$ cat config.mk
export PLATFORM = sky130hd
export DESIGN_NAME = ped_corrector
export DESIGN_NICKNAME = d
export VERILOG_FILES = /design/src/rtl/ped_pkg.sv /design/src/rtl/ped_frame_tracker.sv /design/src/rtl/ped_meter.sv /design/src/rtl/ped_subtract.sv /design/src/rtl/ped_corrector.sv
export SDC_FILE = /design/constraint.sdc
export NUM_CORES = 1
export LEC_CHECK = 0
export BUFFER_PORTS_ARGS = -buffer_cell sky130_fd_sc_hd__buf_2
export CAP_MARGIN = 20
export CORE_UTILIZATION = 26
export CTS_BUF_LIST = sky130_fd_sc_hd__clkbuf_8
export DETAILED_ROUTE_END_ITERATION = 7
export SLEW_MARGIN = 40
export SYNTH_ARGS = -nofsm -noshare
export SYNTH_HDL_FRONTEND = slang
export SYNTH_SLANG_ARGS = --single-unit
$ cat constraint.sdc
create_clock -name clk_i -period 2.4 [get_ports clk_i]
set_clock_uncertainty 0.15 [all_clocks]
set_input_delay 0 -clock clk_i [delete_from_list [all_inputs] [get_ports clk_i]]
set_output_delay 0 -clock clk_i [all_outputs]
set_load 0.02 [all_outputs]
$ cat src/rtl/ped_pkg.sv
package ped_pkg;
  typedef enum logic [1:0] {
    MEAS_IDLE  = 2'd0,
    MEAS_ARMED = 2'd1,
    MEAS_ACC   = 2'd2
  } meas_state_e;

  localparam int unsigned DEF_DATA_W     = 12;
  localparam int unsigned DEF_CHANNELS   = 128;
  localparam int unsigned DEF_AVG_FRAMES = 8;
endpackage

$ cat src/rtl/ped_frame_tracker.sv
module ped_frame_tracker #(
  parameter int unsigned CHANNELS = ped_pkg::DEF_CHANNELS
) (
  input  logic clk_i,
  input  logic rst_ni,
  input  logic valid_i,
  output logic frame_first_o
);
  localparam int unsigned CH_W = (CHANNELS > 1) ? $clog2(CHANNELS) : 1;
  localparam logic [CH_W-1:0] LAST_CH = CH_W'(CHANNELS - 1);

  logic [CH_W-1:0] chan_q;

  always_ff @(posedge clk_i or negedge rst_ni) begin
    if (!rst_ni) begin
      chan_q <= '0;
    end else if (valid_i) begin
      chan_q <= (chan_q == LAST_CH) ? '0 : chan_q + 1'b1;
    end
  end

  assign frame_first_o = valid_i && (chan_q == '0);
endmodule

$ cat src/rtl/ped_meter.sv
module ped_meter
  import ped_pkg::*;
#(
  parameter int unsigned DATA_W     = DEF_DATA_W,
  parameter int unsigned CHANNELS   = DEF_CHANNELS,
  parameter int unsigned AVG_FRAMES = DEF_AVG_FRAMES
) (
  input  logic              clk_i,
  input  logic              rst_ni,
  input  logic              start_i,
  input  logic              valid_i,
  input  logic [DATA_W-1:0] data_i,
  input  logic              frame_first_i,
  output logic              busy_o,
  output logic [DATA_W-1:0] meas_o
);
  localparam int unsigned NSAMP = CHANNELS * AVG_FRAMES;
  localparam int unsigned LOG2N = $clog2(NSAMP);
  localparam int unsigned CNT_W = (LOG2N > 0) ? LOG2N : 1;
  localparam int unsigned SUM_W = DATA_W + LOG2N;
  localparam logic [CNT_W-1:0] LAST_CNT = CNT_W'(NSAMP - 1);

  meas_state_e      state_q, state_d;
  logic [SUM_W-1:0] sum_q, sum_d;
  logic [CNT_W-1:0] cnt_q, cnt_d;
  logic [DATA_W-1:0] meas_q, meas_d;
  logic [SUM_W-1:0] sum_next;

  assign sum_next = sum_q + SUM_W'(data_i);

  always_comb begin
    state_d = state_q;
    sum_d   = sum_q;
    cnt_d   = cnt_q;
    meas_d  = meas_q;
    unique case (state_q)
      MEAS_IDLE: begin
        if (start_i) state_d = MEAS_ARMED;
      end
      MEAS_ARMED: begin
        if (frame_first_i) begin
          state_d = MEAS_ACC;
          sum_d   = SUM_W'(data_i);
          cnt_d   = CNT_W'(1);
        end
      end
      MEAS_ACC: begin
        if (valid_i) begin
          if (cnt_q == LAST_CNT) begin
            meas_d  = sum_next[SUM_W-1 -: DATA_W];
            state_d = MEAS_IDLE;
            cnt_d   = '0;
          end else begin
            sum_d = sum_next;
            cnt_d = cnt_q + 1'b1;
          end
        end
      end
      default: state_d = MEAS_IDLE;
    endcase
  end

  always_ff @(posedge clk_i or negedge rst_ni) begin
    if (!rst_ni) begin
      state_q <= MEAS_IDLE;
      sum_q   <= '0;
      cnt_q   <= '0;
      meas_q  <= '0;
    end else begin
      state_q <= state_d;
      sum_q   <= sum_d;
      cnt_q   <= cnt_d;
      meas_q  <= meas_d;
    end
  end

  assign busy_o = (state_q != MEAS_IDLE);
  assign meas_o = meas_q;
endmodule

$ cat src/rtl/ped_subtract.sv
module ped_subtract #(
  parameter int unsigned DATA_W = ped_pkg::DEF_DATA_W
) (
  input  logic              clk_i,
  input  logic              rst_ni,
  input  logic              valid_i,
  input  logic [DATA_W-1:0] data_i,
  input  logic [DATA_W-1:0] ped_i,
  input  logic              en_i,
  output logic              valid_o,
  output logic [DATA_W-1:0] data_o
);
  logic              s1_valid_q;
  logic [DATA_W-1:0] s1_data_q, s1_ped_q;
  logic              s1_en_q;
  logic [DATA_W:0]   diff;
  logic [DATA_W-1:0] res;
  logic              valid_q;
  logic [DATA_W-1:0] data_q;

  always_ff @(posedge clk_i or negedge rst_ni) begin
    if (!rst_ni) begin
      s1_valid_q <= 1'b0;
      s1_data_q  <= '0;
      s1_ped_q   <= '0;
      s1_en_q    <= 1'b0;
    end else begin
      s1_valid_q <= valid_i;
      if (valid_i) begin
        s1_data_q <= data_i;
        s1_ped_q  <= ped_i;
        s1_en_q   <= en_i;
      end
    end
  end

  // borrow bit flags pedestal above sample: clamp to zero
  assign diff = {1'b0, s1_data_q} - {1'b0, s1_ped_q};
  assign res  = !s1_en_q ? s1_data_q : (diff[DATA_W] ? '0 : diff[DATA_W-1:0]);

  always_ff @(posedge clk_i or negedge rst_ni) begin
    if (!rst_ni) begin
      valid_q <= 1'b0;
      data_q  <= '0;
    end else begin
      valid_q <= s1_valid_q;
      if (s1_valid_q) data_q <= res;
    end
  end

  assign valid_o = valid_q;
  assign data_o  = data_q;
endmodule

$ cat src/rtl/ped_corrector.sv
module ped_corrector
  import ped_pkg::*;
#(
  parameter int unsigned DATA_W     = DEF_DATA_W,
  parameter int unsigned CHANNELS   = DEF_CHANNELS,
  parameter int unsigned AVG_FRAMES = DEF_AVG_FRAMES
) (
  input  logic              clk_i,
  input  logic              rst_ni,
  input  logic              valid_i,
  input  logic [DATA_W-1:0] data_i,
  input  logic              start_i,
  input  logic              mode_i,
  input  logic [DATA_W-1:0] manual_ped_i,
  input  logic              sub_en_i,
  output logic              valid_o,
  output logic [DATA_W-1:0] data_o,
  output logic [DATA_W-1:0] ped_o,
  output logic              busy_o
);
  logic              frame_first;
  logic [DATA_W-1:0] meas;
  logic [DATA_W-1:0] act_ped_q;
  logic [DATA_W-1:0] src_ped;
  logic [DATA_W-1:0] use_ped;

  ped_frame_tracker #(.CHANNELS(CHANNELS)) u_track (
    .clk_i        (clk_i),
    .rst_ni       (rst_ni),
    .valid_i      (valid_i),
    .frame_first_o(frame_first)
  );

  ped_meter #(
    .DATA_W    (DATA_W),
    .CHANNELS  (CHANNELS),
    .AVG_FRAMES(AVG_FRAMES)
  ) u_meter (
    .clk_i        (clk_i),
    .rst_ni       (rst_ni),
    .start_i      (start_i),
    .valid_i      (valid_i),
    .data_i       (data_i),
    .frame_first_i(frame_first),
    .busy_o       (busy_o),
    .meas_o       (meas)
  );

  assign src_ped = mode_i ? manual_ped_i : meas;
  // first sample of a frame already uses the freshly loaded value
  assign use_ped = frame_first ? src_ped : act_ped_q;

  always_ff @(posedge clk_i or negedge rst_ni) begin
    if (!rst_ni) act_ped_q <= '0;
    else if (frame_first) act_ped_q <= src_ped;
  end

  ped_subtract #(.DATA_W(DATA_W)) u_sub (
    .clk_i  (clk_i),
    .rst_ni (rst_ni),
    .valid_i(valid_i),
    .data_i (data_i),
    .ped_i  (use_ped),
    .en_i   (sub_en_i),
    .valid_o(valid_o),
    .data_o (data_o)
  );

  assign ped_o = act_ped_q;
endmodule

* Word-level counts from Yosys, hierarchy flattened
Index checks and enable logic that the tools add are counted. W data, S select, Z words.
Storage, ports and cells: RAM bits 0, word-level logic and storage cells 52, latch bits 0, bits in registers 104, bits in read-only memories 0, bits of input ports 30, memories 0, output and inout port bits 26
Operators by class: $add $sub $neg 4, shift-type cells 0, reduce and logical (&&, ||, !) cells 9, bitwise logic cells 0, muxes and demuxes 18, multiply operators 0, divide/modulo/power cells 0, magnitude comparators 0, equal/unequal tests 9
Operators with widths (number):
- $mux W22 | 3
- $mux W12 | 4
- $pmux W22 S2 | 1
- $mux W10 | 3
- $add A22 B12 Y22 | 1
- $pmux W10 S2 | 1
- $sub A12 B12 Y13 | 1
- $add A10 B1 Y10 const B | 1
- $eq A10 B10 Y1 const B | 1
- $mux W2 | 4
- $ne A2 B2 Y1 const B | 4
- $reduce_and A4 Y1 | 2
- $add A7 B1 Y7 const B | 1
- $eq A7 B7 Y1 const B | 1
- $logic_not A7 Y1 | 1
- $mux W7 | 1
- $pmux W2 S3 | 1
- $reduce_and A3 Y1 | 2
- $reduce_bool A2 Y1 | 2
- $eq A2 B1 Y1 const B | 1
- $eq A2 B2 Y1 const B | 1
- $logic_not A2 Y1 | 1
- $ne A2 B1 Y1 const B | 1
- $logic_and A1 B1 Y1 | 1

* Logic depth before layout (Yosys ltp)
depth in word-level cells 4, depth in mapped cells 11, mapped depth without buffers 11

* By module
Synthesis repeated with hierarchy kept, for this count alone.
Second synthesis, totals: cells, all modules 642, area, all modules 6042.0 sq um
By module, submodules not included:
- ped_meter | area an instance 2951.6 sq um, cells an instance 337, sequential area each 1151.1 sq um, times used 1
- ped_subtract | area an instance 2172.1 sq um, cells an instance 217, sequential area each 975.9 sq um, times used 1
- ped_corrector | area an instance 545.5 sq um, cells an instance 51, sequential area each 300.3 sq um, times used 1
- ped_frame_tracker | area an instance 372.9 sq um, cells an instance 37, sequential area each 175.2 sq um, times used 1

* Least setup slack after synthesis
Ideal clock, no wire load.
path type register -> register, start register u_meter.sum_q[0], end register u_meter.sum_q[14], path buffers 0, stages on the path, launching flop included 11, period minus slack after synthesis 2.443 ns, library setup time 0.121 ns, required time 2.129 ns, arrival time 2.172 ns, setup slack -0.043 ns, path through dfrtp_1 ha_1 inv_1 fa_1 nand2b_1 a211oi_1 o22ai_2 o221ai_2 and3_1 o21ai_0 a22o_1
Between the ends: cells in the longest elaborated chain, start to end 4
Ends and longest elaborated chain:
- start, declared | line ped_meter.sv:24 | logic [SUM_W-1:0] sum_q, sum_d;
- start signal, assigned | line ped_meter.sv:71 | sum_q <= sum_d;
- $add A22 B12 Y22 | line ped_meter.sv:29 | assign sum_next = sum_q + SUM_W'(data_i);
- $mux W22 | line ped_meter.sv:49 | if (cnt_q == LAST_CNT) begin
- $mux W22 | line ped_meter.sv:48 | if (valid_i) begin
- $pmux W22 S2 | line ped_meter.sv:36 | unique case (state_q)
Every way passes these cells. The select of a mux whose other input is x is not followed. A chain may end at the register's enable or synchronous reset.

* Worst setup path in the final report
Same ends and word-level chain as after synthesis.

==> run summary <==
Result of the run = finished with violations
Violations in the final reports = hold timing, setup timing
Synth top area share = 0.4501
Initial Utilization = 0.2649
Switching share of power = 0.4031
Placeable core region = 21820 um2
Die Wd = 151.1 um
Standby leakage power = 3.157 nW
Critical Path Start Type = flip-flop
Most used standard cell by instance count after synthesis = dfrtp_1
Initial antenna violation count = 1
Cell variety after synth = 58
Pin slew with the least headroom to its limit = 0.7530 ns
Cell type contributing the most total cell area after synthesis = dfrtp_1
Root Buffer = clkbuf_8
Total of max-cap violations = 0
Largest driver fanout on the critical path = 4
First-pass GRT wire length = 24560 um
GP Congestion = 0.8396
Via-per-instance ratio = 4.719
Number of standard-cell rows in the floorplan = 54
Layout Nets = 793
YS warnings = 0
Portion of total power attributed to combinational logic = 0.483
CTS clock-pin slew for the worst setup and hold paths = 0.10 ns
Final number of hold-violating endpoints = 5
Fill cells = 2234
Worst rel slew slack = 0.4980
Tmin final = 2.428 ns
Via count = 4809
Final WS setup = -0.02772 ns
Most frequently used flop master after synthesis = dfrtp_1
Number of enable flip-flop cells after synthesis = 0
Number of cells produced by synthesis = 626
Count of endpoints failing setup in the final report = 1
Number of pins exceeding their max-slew limit in the final report = 0
Cell-internal power = 4.296 mW
DRC = 0
Total number of clock tree sinks = 104
Placed Cells = 967
Post-synth ARST share = 1.000
Clk network pwr share = 0.162
Average footprint of a synthesized cell = 9.236 um2
Total die area = 22840 um2
Register area share after synthesis = 0.4501
RSZ-0062 raised after global routing = true
Antenna-violating nets left = 0
Final hold slack = -0.0008173 ns
Max Clock Freq = 411.9 MHz
Share of total power in sequential cells = 0.354
Number of synthesized register bits = 104
Die span in y = 151.1 um
Worst vdd rail ir drop = 0.3028 mV
Maximum number of pins on one net before global-route repair = 52
Layout overhead on the synthesized area = 26.70%
Leading cell types by count after synthesis = dfrtp_1, nand2_1, o21ai_0
Aggregate routed wire length = 15060 um
Max clock buf depth = 2
Part of the cycle the worst path needs = 1.012
Final setup TNS = -0.02772 ns
Vias in the first global route = 4795
All-layer global routing usage = 0.1402
Diode count = 0
Number of detailed-route iterations in the first pass = 6
# IOs = 56
Nature of the critical path endpoint = flip-flop
TritonCTS clock tree = built
H-tree levels = 3
Footprint of the multi-input gates = 3142 um2
WL/cell = 14.78 um
Layout Cells excl Fill = 1019
Global-route congestion overflow total = 0
Ranking of synthesized cells by area = dfrtp_1, o21ai_0, ha_1
Arrival time of the worst setup path = 2.57 ns
Total clock buffers created by CTS = 9
Hold crit path type = in2async
Mapped Area = 5782 um2
Net Sw Power = 2.901 mW
Starting DRC count in detailed routing = 260
Pwr Density = 982.4 nW/um2
Clock latency of the later-clocked register in the worst-skew pair = 0.39 ns
I/O Buffers = 55
Fraction of layout cells with a size suffix above 1 = 0.2463
Syn_nets = 685
Required arrival time at the worst endpoint = 2.54 ns
Placed wire-length estimate after detailed placement = 10740 um
Worst setup path class = reg2reg
Area taken by flip-flops and latches = 2604 um2
==> power by group through the flow <==
stage | clock, mW | sequential, mW | combinational [mW]
after floorplan | 0 | 2.70 | 1.94
after global placement | 0 | 2.55 | 3.07
after detailed placement | 0 | 2.56 | 3.09
after CTS | 1.21 | 2.53 | 3.22
after global routing | 1.27 | 2.61 | 3.86
final | 1.17 | 2.55 | 3.48
==> registers in the layout (all words and copies together), names as in the netlist <==
name / flops
u_meter.sum_q: 22
ped_o: 12
u_meter.meas_o: 12
u_sub.data_o: 12
u_sub.s1_data_q: 12
u_sub.s1_ped_q: 12
u_meter.cnt_q: 10
u_track.chan_q: 7
u_meter.state_q: 2
u_sub.s1_en_q: 1
u_sub.s1_valid_q: 1
u_sub.valid_o: 1
==> placed cells by master (no fill, tap or decap), drive strengths merged, types with 3 or more instances in the layout <==
master	count
dfrtp	104
buf	97
o21ai	81
nand2	79
a21oi	58
nor2	39
inv	32
dlygate4sd3	28
ha	27
xnor2	19
nand3	17
mux2i	13
mux2	13
nor2b	13
a31oi	10
clkbuf	10
xor2	9
o21a	9
a21o	6
o31ai	6
or3	5
nand2b	5
nand4	4
o21bai	4
nor3	4
and3	4
or2	3
o211ai	3
o31a	3
and2	3
a211oi	3
clkinv	3
==> layer usage <==
metal  vias up  GRT usage  part of all wire
li1       2407          -                 -
met1      2292     0.1783              0.46
met2        83     0.2275              0.47
met3        25    0.03916             0.046
met4         2    0.04700             0.024
met5         -          0           0.00086
==> per-stage QoR <==
step | area, um2 | utilization | total power [mW] | worst slack (ns)
global route | 7326 | 0.3357 | 7.738 | -0.08713
floorplan | 5787 | - | 4.639 | 0.03538
global placement | 6556 | 0.3004 | 5.621 | -0.01467
finish | 7326 | 0.3357 | 7.197 | -0.02772
CTS | 7132 | 0.3268 | 6.960 | 0.0007290
detailed placement | 6556 | 0.3004 | 5.646 | -0.09431
==> cell families (layout without fill, tap and decap cells) <==
| family | after synthesis | after routing | synth area share |
|---|---|---|---|
| buffers and inverters | 58 | 171 | 0.04133 |
| AO/OA/AOI/OAI | 198 | 198 | 0.2043 |
| XOR/XNOR | 28 | 28 | 0.04242 |
| flip-flops | 104 | 104 | 0.4501 |
| AND/OR/NAND/NOR | 183 | 183 | 0.1487 |
| multiplexers | 26 | 26 | 0.04782 |
| adder cells (fa/ha/maj) | 29 | 29 | 0.06535 |
==> final timing paths <==
check / from / endpoint / slack [ns] / depth (start not counted)
min: rst_ni / ped_o[9] / -0.0008 / 3
min in group clk_i: mode_i / ped_o[4] / 0.04 / 3
max reg2reg: u_meter.sum_q[0] / u_meter.sum_q[14] / -0.03 / 10
max in group asynchronous: rst_ni / u_sub.s1_data_q[1] / 1.68 / 3
min reg2reg: u_meter.meas_o[11] / u_meter.meas_o[11] / 0.34 / 2
max: u_meter.sum_q[0] / u_meter.sum_q[14] / -0.03 / 10
==> cell type report <==
| cell class | instances | area share |
|---|---|---|
| clock inverters | 6 | 0.009052 |
| flip-flops and latches | 104 | 0.3554 |
| inverters | 30 | 0.01537 |
| multi-input cells | 464 | 0.4289 |
| repair buffers | 125 | 0.1247 |
| clock buffers | 10 | 0.01879 |
| well taps | 280 | 0.04782 |
==> critical path, stage by stage (launching register included) <==
cell      delay, ns
dfrtp_1        0.37
ha_2           0.19
inv_2          0.04
fa_2           0.34
nand2b_4       0.16
a211oi_4       0.24
o22ai_4        0.14
o221ai_2       0.21
and3_4         0.24
o21ai_2        0.05
a22o_1         0.20
==> repair_timing <==
item                                    CTS  global route
hold endpoints to repair                151             0
pin swaps                                 8            19
hold buffers                             29             0
buffers inserted                          2             5
endpoints found under the setup margin   27            33
gates resized for setup                  15            46
Note: power is estimated with default switching activity, not from simulation.
